==> config.mk <==
export PLATFORM = sky130hd
export DESIGN_NAME = tmr_chan
export DESIGN_NICKNAME = d
export VERILOG_FILES = /design/src/rtl/tmr_chan_pkg.sv /design/src/rtl/tmr_chan_edge.sv /design/src/rtl/tmr_chan_regs.sv /design/src/rtl/tmr_chan_out.sv /design/src/rtl/tmr_chan_flag.sv /design/src/rtl/tmr_chan.sv
export SDC_FILE = /design/constraint.sdc
export NUM_CORES = 1
export LEC_CHECK = 0
export BUFFER_PORTS_ARGS = -buffer_cell sky130_fd_sc_hd__clkbuf_2
export CORE_AREA = 2 2 68 70
export DETAILED_ROUTE_END_ITERATION = 12
export DIE_AREA = 0 0 70 72
export GPL_ROUTABILITY_DRIVEN = 0
export GPL_TIMING_DRIVEN = 0
export SLEW_MARGIN = 30
export SYNTH_ARGS = -nofsm -noshare
export SYNTH_HDL_FRONTEND = slang
export SYNTH_SLANG_ARGS = --single-unit
==> constraint.sdc <==
create_clock -name clk -period 4.9 [get_ports clk]
set_input_delay 1.225 -clock clk [delete_from_list [all_inputs] [get_ports clk]]
set_output_delay 1.225 -clock clk [all_outputs]
set_load 0.01 [all_outputs]
==> src/rtl/tmr_chan_pkg.sv <==
`timescale 1ns/1ps
package tmr_chan_pkg;

    typedef enum logic [1:0] {
        ACC_OPEN    = 2'd0,
        ACC_RD_HOLD = 2'd1,
        ACC_WR_HOLD = 2'd2
    } acc_state_e;

    typedef enum logic [1:0] {
        OUT_LOW  = 2'd0,
        OUT_HIGH = 2'd1,
        OUT_MAX  = 2'd2
    } out_state_e;

    typedef enum logic [1:0] {
        FLG_CLEAR = 2'd0,
        FLG_SET   = 2'd1,
        FLG_ARMED = 2'd2
    } flg_state_e;

    localparam logic [1:0] MODE_CAPTURE = 2'b00;

    localparam logic [1:0] EDGE_NONE = 2'b00;
    localparam logic [1:0] EDGE_RISE = 2'b01;
    localparam logic [1:0] EDGE_FALL = 2'b10;
    localparam logic [1:0] EDGE_BOTH = 2'b11;

    localparam logic [1:0] ACT_NONE   = 2'b00;
    localparam logic [1:0] ACT_TOGGLE = 2'b01;
    localparam logic [1:0] ACT_CLEAR  = 2'b10;
    localparam logic [1:0] ACT_SET    = 2'b11;

endpackage

==> src/rtl/tmr_chan_edge.sv <==
`timescale 1ns/1ps
module tmr_chan_edge
    import tmr_chan_pkg::*;
#(
    parameter int SYNC_STAGES = 2
) (
    input  logic       clk,
    input  logic       rst_n,
    input  logic       sig_i,
    input  logic [1:0] sel_i,
    output logic       hit_o
);

    localparam int LAST = SYNC_STAGES - 1;

    logic [LAST:0] sync_q;
    logic          prev_q;
    logic          rise;
    logic          fall;

    // synchronizer chain, one flop per stage
    for (genvar g = 0; g <= LAST; g++) begin : g_sync
        if (g == 0) begin : g_first
            always_ff @(posedge clk or negedge rst_n) begin
                if (!rst_n) sync_q[g] <= 1'b0;
                else        sync_q[g] <= sig_i;
            end
        end else begin : g_next
            always_ff @(posedge clk or negedge rst_n) begin
                if (!rst_n) sync_q[g] <= 1'b0;
                else        sync_q[g] <= sync_q[g-1];
            end
        end
    end

    always_ff @(posedge clk or negedge rst_n) begin
        if (!rst_n) prev_q <= 1'b0;
        else        prev_q <= sync_q[LAST];
    end

    assign rise = sync_q[LAST] & ~prev_q;
    assign fall = ~sync_q[LAST] & prev_q;

    always_comb begin
        unique case (sel_i)
            EDGE_RISE: hit_o = rise;
            EDGE_FALL: hit_o = fall;
            EDGE_BOTH: hit_o = rise | fall;
            default:   hit_o = 1'b0;
        endcase
    end

endmodule

==> src/rtl/tmr_chan_regs.sv <==
`timescale 1ns/1ps
module tmr_chan_regs
    import tmr_chan_pkg::*;
#(
    parameter int CW = 16,
    parameter int BW = 8
) (
    input  logic          clk,
    input  logic          rst_n,
    input  logic          is_cap_i,
    input  logic          bus_wr_i,
    input  logic          bus_rd_i,
    input  logic          bus_hi_i,
    input  logic [BW-1:0] wdata_i,
    input  logic          cap_hit_i,
    input  logic [CW-1:0] cnt_i,
    output logic [BW-1:0] rdata_o,
    output logic [CW-1:0] ch_o,
    output logic          cap_evt_o,
    output logic          cmp_en_o
);

    localparam int HI_LSB = CW - BW;

    acc_state_e    acc_q, acc_d;
    logic [CW-1:0] ch_q;
    logic          rd_hi, rd_lo, wr_hi, wr_lo;

    assign rd_hi = bus_rd_i &  bus_hi_i;
    assign rd_lo = bus_rd_i & ~bus_hi_i;
    assign wr_hi = bus_wr_i &  bus_hi_i;
    assign wr_lo = bus_wr_i & ~bus_hi_i;

    // byte-access state register
    always_ff @(posedge clk or negedge rst_n) begin
        if (!rst_n) acc_q <= ACC_OPEN;
        else        acc_q <= acc_d;
    end

    always_comb begin
        acc_d = acc_q;
        unique case (acc_q)
            ACC_OPEN: begin
                if (is_cap_i && rd_hi)       acc_d = ACC_RD_HOLD;   // hold-read
                else if (!is_cap_i && wr_hi) acc_d = ACC_WR_HOLD;   // hold-write
            end
            ACC_RD_HOLD: if (rd_lo) acc_d = ACC_OPEN;               // release
            ACC_WR_HOLD: if (wr_lo) acc_d = ACC_OPEN;               // release
            default:     acc_d = ACC_OPEN;
        endcase
    end

    // outputs of the access machine
    always_comb begin
        cap_evt_o = is_cap_i && cap_hit_i && (acc_q != ACC_RD_HOLD)
                    && !bus_wr_i && !rd_hi;
        cmp_en_o  = (acc_q != ACC_WR_HOLD);
        rdata_o   = bus_hi_i ? ch_q[CW-1:HI_LSB] : ch_q[BW-1:0];
        ch_o      = ch_q;
    end

    always_ff @(posedge clk or negedge rst_n) begin
        if (!rst_n) begin
            ch_q <= '0;
        end else if (wr_hi) begin
            ch_q[CW-1:HI_LSB] <= wdata_i;
        end else if (wr_lo) begin
            ch_q[BW-1:0] <= wdata_i;
        end else if (cap_evt_o) begin
            ch_q <= cnt_i;
        end
    end

    AST_CAP_HELD: assert property (@(posedge clk) disable iff (!rst_n)
        (acc_q == ACC_RD_HOLD && !bus_wr_i) |=> $stable(ch_q));

    AST_CMP_HELD: assert property (@(posedge clk) disable iff (!rst_n)
        (acc_q == ACC_OPEN && !is_cap_i && wr_hi) |=> !cmp_en_o);

endmodule

==> src/rtl/tmr_chan_out.sv <==
`timescale 1ns/1ps
module tmr_chan_out
    import tmr_chan_pkg::*;
(
    input  logic       clk,
    input  logic       rst_n,
    input  logic       oc_mode_i,
    input  logic       tov_i,
    input  logic [1:0] act_i,
    input  logic       max_req_i,
    input  logic       ovf_i,
    input  logic       match_i,
    output logic       pin_o
);

    out_state_e st_q, st_d;
    logic       pwm;
    logic       act_hi;
    logic       max_ok;

    assign pwm    = oc_mode_i & tov_i & act_i[1];
    assign act_hi = (act_i == ACT_CLEAR);
    assign max_ok = pwm & act_hi;

    always_ff @(posedge clk or negedge rst_n) begin
        if (!rst_n) st_q <= OUT_LOW;
        else        st_q <= st_d;
    end

    always_comb begin
        st_d = st_q;
        unique case (st_q)
            OUT_MAX: begin
                if (!max_ok)                    st_d = OUT_HIGH;    // force-leave
                else if (ovf_i && !max_req_i)   st_d = OUT_HIGH;    // force-leave
            end
            OUT_LOW, OUT_HIGH: begin
                if (pwm) begin
                    if (ovf_i) begin
                        if (max_ok && max_req_i) st_d = OUT_MAX;    // force-enter
                        else st_d = act_hi ? OUT_HIGH : OUT_LOW;    // period-start
                    end else if (match_i) begin
                        st_d = act_hi ? OUT_LOW : OUT_HIGH;         // period-end
                    end
                end else if (match_i) begin                         // compare-action
                    unique case (act_i)
                        ACT_TOGGLE: st_d = (st_q == OUT_HIGH) ? OUT_LOW : OUT_HIGH;
                        ACT_CLEAR:  st_d = OUT_LOW;
                        ACT_SET:    st_d = OUT_HIGH;
                        default:    st_d = st_q;
                    endcase
                end
            end
            default: st_d = OUT_LOW;
        endcase
    end

    always_comb begin
        pin_o = (st_q != OUT_LOW);
    end

    AST_MAX_ENTRY: assert property (@(posedge clk) disable iff (!rst_n)
        $rose(st_q == OUT_MAX) |-> $past(ovf_i));

    AST_MAX_HOLD: assert property (@(posedge clk) disable iff (!rst_n)
        (st_q == OUT_MAX && !ovf_i && max_ok) |=> (st_q == OUT_MAX));

    AST_PWM_START: assert property (@(posedge clk) disable iff (!rst_n)
        (pwm && ovf_i && !(max_ok && max_req_i) && st_q != OUT_MAX)
        |=> (pin_o == $past(act_hi)));

endmodule

==> src/rtl/tmr_chan_flag.sv <==
`timescale 1ns/1ps
module tmr_chan_flag
    import tmr_chan_pkg::*;
(
    input  logic clk,
    input  logic rst_n,
    input  logic evt_i,
    input  logic rd_i,
    input  logic clr_i,
    output logic flag_o
);

    flg_state_e st_q, st_d;

    always_ff @(posedge clk or negedge rst_n) begin
        if (!rst_n) st_q <= FLG_CLEAR;
        else        st_q <= st_d;
    end

    always_comb begin
        st_d = st_q;
        unique case (st_q)
            FLG_CLEAR: if (evt_i) st_d = FLG_SET;                  // event
            FLG_SET:   if (!evt_i && rd_i) st_d = FLG_ARMED;       // arm
            FLG_ARMED: begin
                if (evt_i)      st_d = FLG_SET;                    // event
                else if (clr_i) st_d = FLG_CLEAR;                  // clear
            end
            default: st_d = FLG_CLEAR;
        endcase
    end

    always_comb begin
        flag_o = (st_q != FLG_CLEAR);
    end

    AST_FLAG_EVENT: assert property (@(posedge clk) disable iff (!rst_n)
        evt_i |=> flag_o);

    AST_FLAG_CLEAR: assert property (@(posedge clk) disable iff (!rst_n)
        $fell(flag_o) |-> $past(st_q == FLG_ARMED && clr_i));

endmodule

==> src/rtl/tmr_chan.sv <==
`timescale 1ns/1ps
module tmr_chan
    import tmr_chan_pkg::*;
#(
    parameter int CW          = 16,
    parameter int BW          = 8,
    parameter int SYNC_STAGES = 2
) (
    input  logic          clk,
    input  logic          rst_n,
    input  logic [CW-1:0] cnt_val,
    input  logic          cnt_ovf,
    input  logic [1:0]    cfg_mode,
    input  logic [1:0]    cfg_edge,
    input  logic [1:0]    cfg_act,
    input  logic          cfg_tov,
    input  logic          cfg_max,
    input  logic          bus_wr,
    input  logic          bus_rd,
    input  logic          bus_hi,
    input  logic [BW-1:0] bus_wdata,
    output logic [BW-1:0] bus_rdata,
    input  logic          flag_rd,
    input  logic          flag_clr,
    input  logic          cap_in,
    output logic          chan_flag,
    output logic          chan_pin
);

    logic          is_cap;
    logic          cap_hit;
    logic          cap_evt;
    logic          cmp_en;
    logic          match;
    logic [CW-1:0] ch_val;

    assign is_cap = (cfg_mode == MODE_CAPTURE);
    assign match  = !is_cap && cmp_en && (cnt_val == ch_val);

    tmr_chan_edge #(.SYNC_STAGES(SYNC_STAGES)) i_edge (
        .clk   (clk),
        .rst_n (rst_n),
        .sig_i (cap_in),
        .sel_i (cfg_edge),
        .hit_o (cap_hit)
    );

    tmr_chan_regs #(.CW(CW), .BW(BW)) i_regs (
        .clk       (clk),
        .rst_n     (rst_n),
        .is_cap_i  (is_cap),
        .bus_wr_i  (bus_wr),
        .bus_rd_i  (bus_rd),
        .bus_hi_i  (bus_hi),
        .wdata_i   (bus_wdata),
        .cap_hit_i (cap_hit),
        .cnt_i     (cnt_val),
        .rdata_o   (bus_rdata),
        .ch_o      (ch_val),
        .cap_evt_o (cap_evt),
        .cmp_en_o  (cmp_en)
    );

    tmr_chan_out i_out (
        .clk       (clk),
        .rst_n     (rst_n),
        .oc_mode_i (!is_cap),
        .tov_i     (cfg_tov),
        .act_i     (cfg_act),
        .max_req_i (cfg_max),
        .ovf_i     (cnt_ovf),
        .match_i   (match),
        .pin_o     (chan_pin)
    );

    tmr_chan_flag i_flag (
        .clk    (clk),
        .rst_n  (rst_n),
        .evt_i  (cap_evt | match),
        .rd_i   (flag_rd),
        .clr_i  (flag_clr),
        .flag_o (chan_flag)
    );

    AST_CAP_ONLY_MODE: assert property (@(posedge clk) disable iff (!rst_n)
        !is_cap |-> !cap_evt);

endmodule

==> implementation parameters <==
Parameter                              Value

Power and ir drop
  Clk pwr share    25.3%
  Sequential group share of total power    48.0%
  Internal power    0.000360 W
  Switching pwr    0.000168 W
  VDD IR max    0.136 mV
  Switching power share of the total    31.9%
  Fraction of power consumed by combinational cells    26.7%
  Leakage power of the design    0.885 nW
  Power Density    274 nW/um^2
  Overall power consumption    0.000528 W

Global routing
  Overflow left after global routing    0
  Overall global routing resource usage    15.1%
  Pin count of the biggest net entering global routing    26
  Number of global-route vias before repair    1,325
  Global-route wire length before repair    6090 um
  Number of antenna violations at the first check in global routing    0

Worst setup path
  Largest stage delay on the critical path    0.47 ns
  Family with the most delay on the worst path    buffers and inverters
  Worst Reg2Reg Path Length in Cells    6
  Register-to-register setup slack    2.59 ns
  Startpoint-to-endpoint class of the critical path    in2out
  Critical path endpoint category    output port
  Number of buffers and inverters on the critical path    3
  Cell with the largest stage delay on the worst path    clkbuf_1
  Cell-by-cell trace of the critical path    clkbuf_2 -> clkbuf_1 -> mux2_2 -> clkbuf_2
  Worst setup SP type    input pin
  Required @ worst endpoint    3.67 ns
  Worst flop-to-flop path startpoint    i_edge.sync_q[1]
  Crit Path Max Fanout    10
  Terminus of the critical flop-to-flop path    i_regs.ch_o[9]
  Dominant cell type by count on the critical path    clkbuf_2
  Worst endpoint data arrival time    2.35 ns

STA
  Max Transition Viols Final    0
  Unrepaired setup endpoints after global routing    no
  Hold violation count in the final report    0
  Worst-case headroom to the max-slew limit    51.1%
  Final-report setup violation count    0
  Tcrit/Tclk final    72.9%
  Final worst path period need    3.57 ns
  Tightest Pin Transition    0.728 ns
  Setup total negative slack    0 ns
  Worst hold slack    0.360 ns
  Fmax achieved    0.280 GHz
  Post-route worst setup slack    1.33 ns
  Final clock skew    0.00461 ns

Synth
  Synthesized area per cell    9.73 sq um
  Proportion of synthesized chip area in sequential cells    39.9%
  Synth unique cells    35
  Post-synth net total    204
  Leading cell types by total area after synthesis    dfrtp_1 (40%), mux2i_1 (10%), xor2_1 (8.4%), mux2_2 (6.5%), nand2_1 (4.8%)
  Top-area cell type share of the netlist area    39.9%
  Syn Inst Count    161
  Cell accounting for the most synthesized area    dfrtp_1
  Post-synthesis cell area    1570 sq um
  Flip-flop and latch count after synthesis    25
  Synthesis warning total    0

CTS
  CTS tree    done
  CTS Buf Count    3
  Number of buffers between clock root and the deepest sink    2
  Post-CTS Setup Inserts    0
  H-Tree Level Count    1
  CTS-repair resized insts    0
  Worst-Skew Late Latency    0.28 ns
  Number of buffers inserted by hold repair at cts    0
  Sinks on the clock net    25
  Root cell of the clock tree    clkbuf_8
  Clock transition time at the flip-flop clock pins of the worst setup and hold paths    0.09 ns

Drt
  Final antenna-violating net count    0
  Routed WL per cell    13.5 um
  Via count of the routed design    1,326
  Via density per instance    4.97
  1st-pass router iterations    4
  Iteration-0 DRC Markers    29
  Final routed DRC violation total    0
  Total Routed Length    3600 um

Die
  Initial cell density of the core    36.7%
  Overall die height    72 um
  Full die area    5040 sq um
  Area of the core    4260 sq um
  Die Wd    70 um
  Total number of placement rows    24
  Number of I/O pins    51

Final layout
  Share of layout cells above drive strength 1    33.0%
  Ant. Diodes    0
  Fill count    429
  Layout overhead on the synthesized area    23.2%
  Count of non-filler cells in the finished layout    267
  # nets final    259

Worst hold path
  Hold Path End    i_edge.sync_q[1]
  Path class of the lowest-slack min-delay path    reg2reg
  Worst hold path cell count    0
  Startpoint of the most critical hold path    i_edge.sync_q[0]

Placed design
  Placed cell count    263
  Half-perimeter wire length of the detailed placement result    2710 um
  Worst slack after detailed placement    1.31 ns
  Number of I/O port buffers    50

Job
  Max-capacitance violation count    0

Run status
  Outcome    complete, no violations
cells in the final DEF (no fill, tap or decap), types with 3 or more instances in the layout:
master	netlist	routed
a21oi_1	5	5
o21ai_1	11	11
inv_1	4	4
clkbuf_2	0	50
nor2b_1	6	6
clkbuf_1	3	3
clkbuf_8	0	3
mux2_2	9	9
dfrtp_1	25	25
mux2i_1	16	16
xor2_1	15	15
nand2_1	20	20
o21ai_0	7	7
nor2_1	7	7
per-stage QoR:
step                cell area, sq um  utilization [%]
floorplan                       1570                -
global placement                1880             44.1
detailed placement              1880             44.1
CTS                             1930             45.3
global route                    1930             45.3
finish                          1930             45.3
routing by layer:
| layer | vias up | share of wire (%) | global-route usage (%) | wire length, um |
|---|---|---|---|---|
| li1 | 679 | - | - | - |
| met1 | 601 | 50 | 21.2 | 1790 |
| met2 | 41 | 44 | 24.4 | 1600 |
| met3 | 5 | 4.8 | 2.22 | 172 |
| met4 | 0 | 1.4 | 4.49 | 49 |
| met5 | - | 0 | 0 | 0 |
kinds of logic after synthesis:
family / count (synthesis) / synth area share, %
buffers and inverters: 10 / 3.35
and+or+nand+nor: 46 / 14.7
DFF: 25 / 39.9
xor gates and xnor gates: 15 / 8.39
muxes: 25 / 16.7
adders and majority gates: 2 / 1.60
AOI/OAI and AO/OA: 38 / 15.3
synth_stat cells:
| cell | n |
|---|---|
| nor2_1 | 7 |
| o32a_1 | 1 |
| nand2_1 | 20 |
| o21ai_0 | 7 |
| o21ai_2 | 2 |
| nor2b_1 | 6 |
| a31oi_1 | 1 |
| nand3_1 | 2 |
| nor4_4 | 1 |
| a21o_1 | 1 |
| a221oi_1 | 1 |
| xor2_1 | 15 |
| buf_6 | 2 |
| nand2b_1 | 2 |
| a2111oi_0 | 2 |
| a31o_1 | 1 |
| o21ai_1 | 11 |
| mux2_2 | 9 |
| o21bai_1 | 1 |
| and2_1 | 1 |
| or2_2 | 2 |
| nor4_1 | 2 |
| inv_1 | 4 |
| ha_1 | 2 |
| a2bb2oi_1 | 1 |
| nor3_1 | 2 |
| clkbuf_1 | 3 |
| a211oi_1 | 2 |
| nor2_2 | 1 |
| mux2i_1 | 16 |
| a21oi_1 | 5 |
| o211ai_1 | 1 |
| o211a_1 | 1 |
| buf_1 | 1 |
| dfrtp_1 | 25 |
final cells by class:
| class | instances | area [sq um] | share of cell area, % |
|---|---|---|---|
| timing repair buffer | 50 | 250 | 13.0 |
| clock inverter | 1 | 7.51 | 0.389 |
| clock buffer | 3 | 41.3 | 2.14 |
| tap | 52 | 65.1 | 3.37 |
| inverter | 4 | 15.0 | 0.778 |
| sequential | 25 | 626 | 32.4 |
| buffer | 6 | 37.5 | 1.94 |
| multi-input combinational | 126 | 888 | 46.0 |
state kept, by name, summed over array words and instances, names as in the netlist:
signal,cells
i_edge.prev_q,1
i_edge.sync_q,2
i_flag.st_q,2
i_out.st_q,2
i_regs.acc_q,2
i_regs.ch_o,16
worst reg2reg max path, stage by stage, from the launching register on:
cell,delay (ns)
dfrtp_1,0.42
ha_1,0.28
a31o_1,0.25
nor4_4,0.67
buf_6,0.28
mux2i_1,0.23
o21ai_1,0.08
worst max path at each step:
stage / startpoint / end / slack (ns) / depth (start not counted)
after floorplan: bus_hi / bus_rdata[0] / 1.75 / 2
after global placement: bus_hi / bus_rdata[7] / 1.30 / 4
after detailed placement: bus_hi / bus_rdata[7] / 1.31 / 4
after CTS: bus_hi / bus_rdata[7] / 1.31 / 4
after global routing: bus_hi / bus_rdata[7] / 1.26 / 4
final: bus_hi / bus_rdata[7] / 1.33 / 4
power by group through the flow:
stage	sequential, W	combinational [W]	clock [W]
global route	0.000258	0.000160	0.000144
CTS	0.000254	0.000143	0.000136
global placement	0.000257	0.000141	0
finish	0.000254	0.000141	0.000134
detailed placement	0.000258	0.000142	0
floorplan	0.000253	0.0000884	0
(Power assumes the default switching activity.)
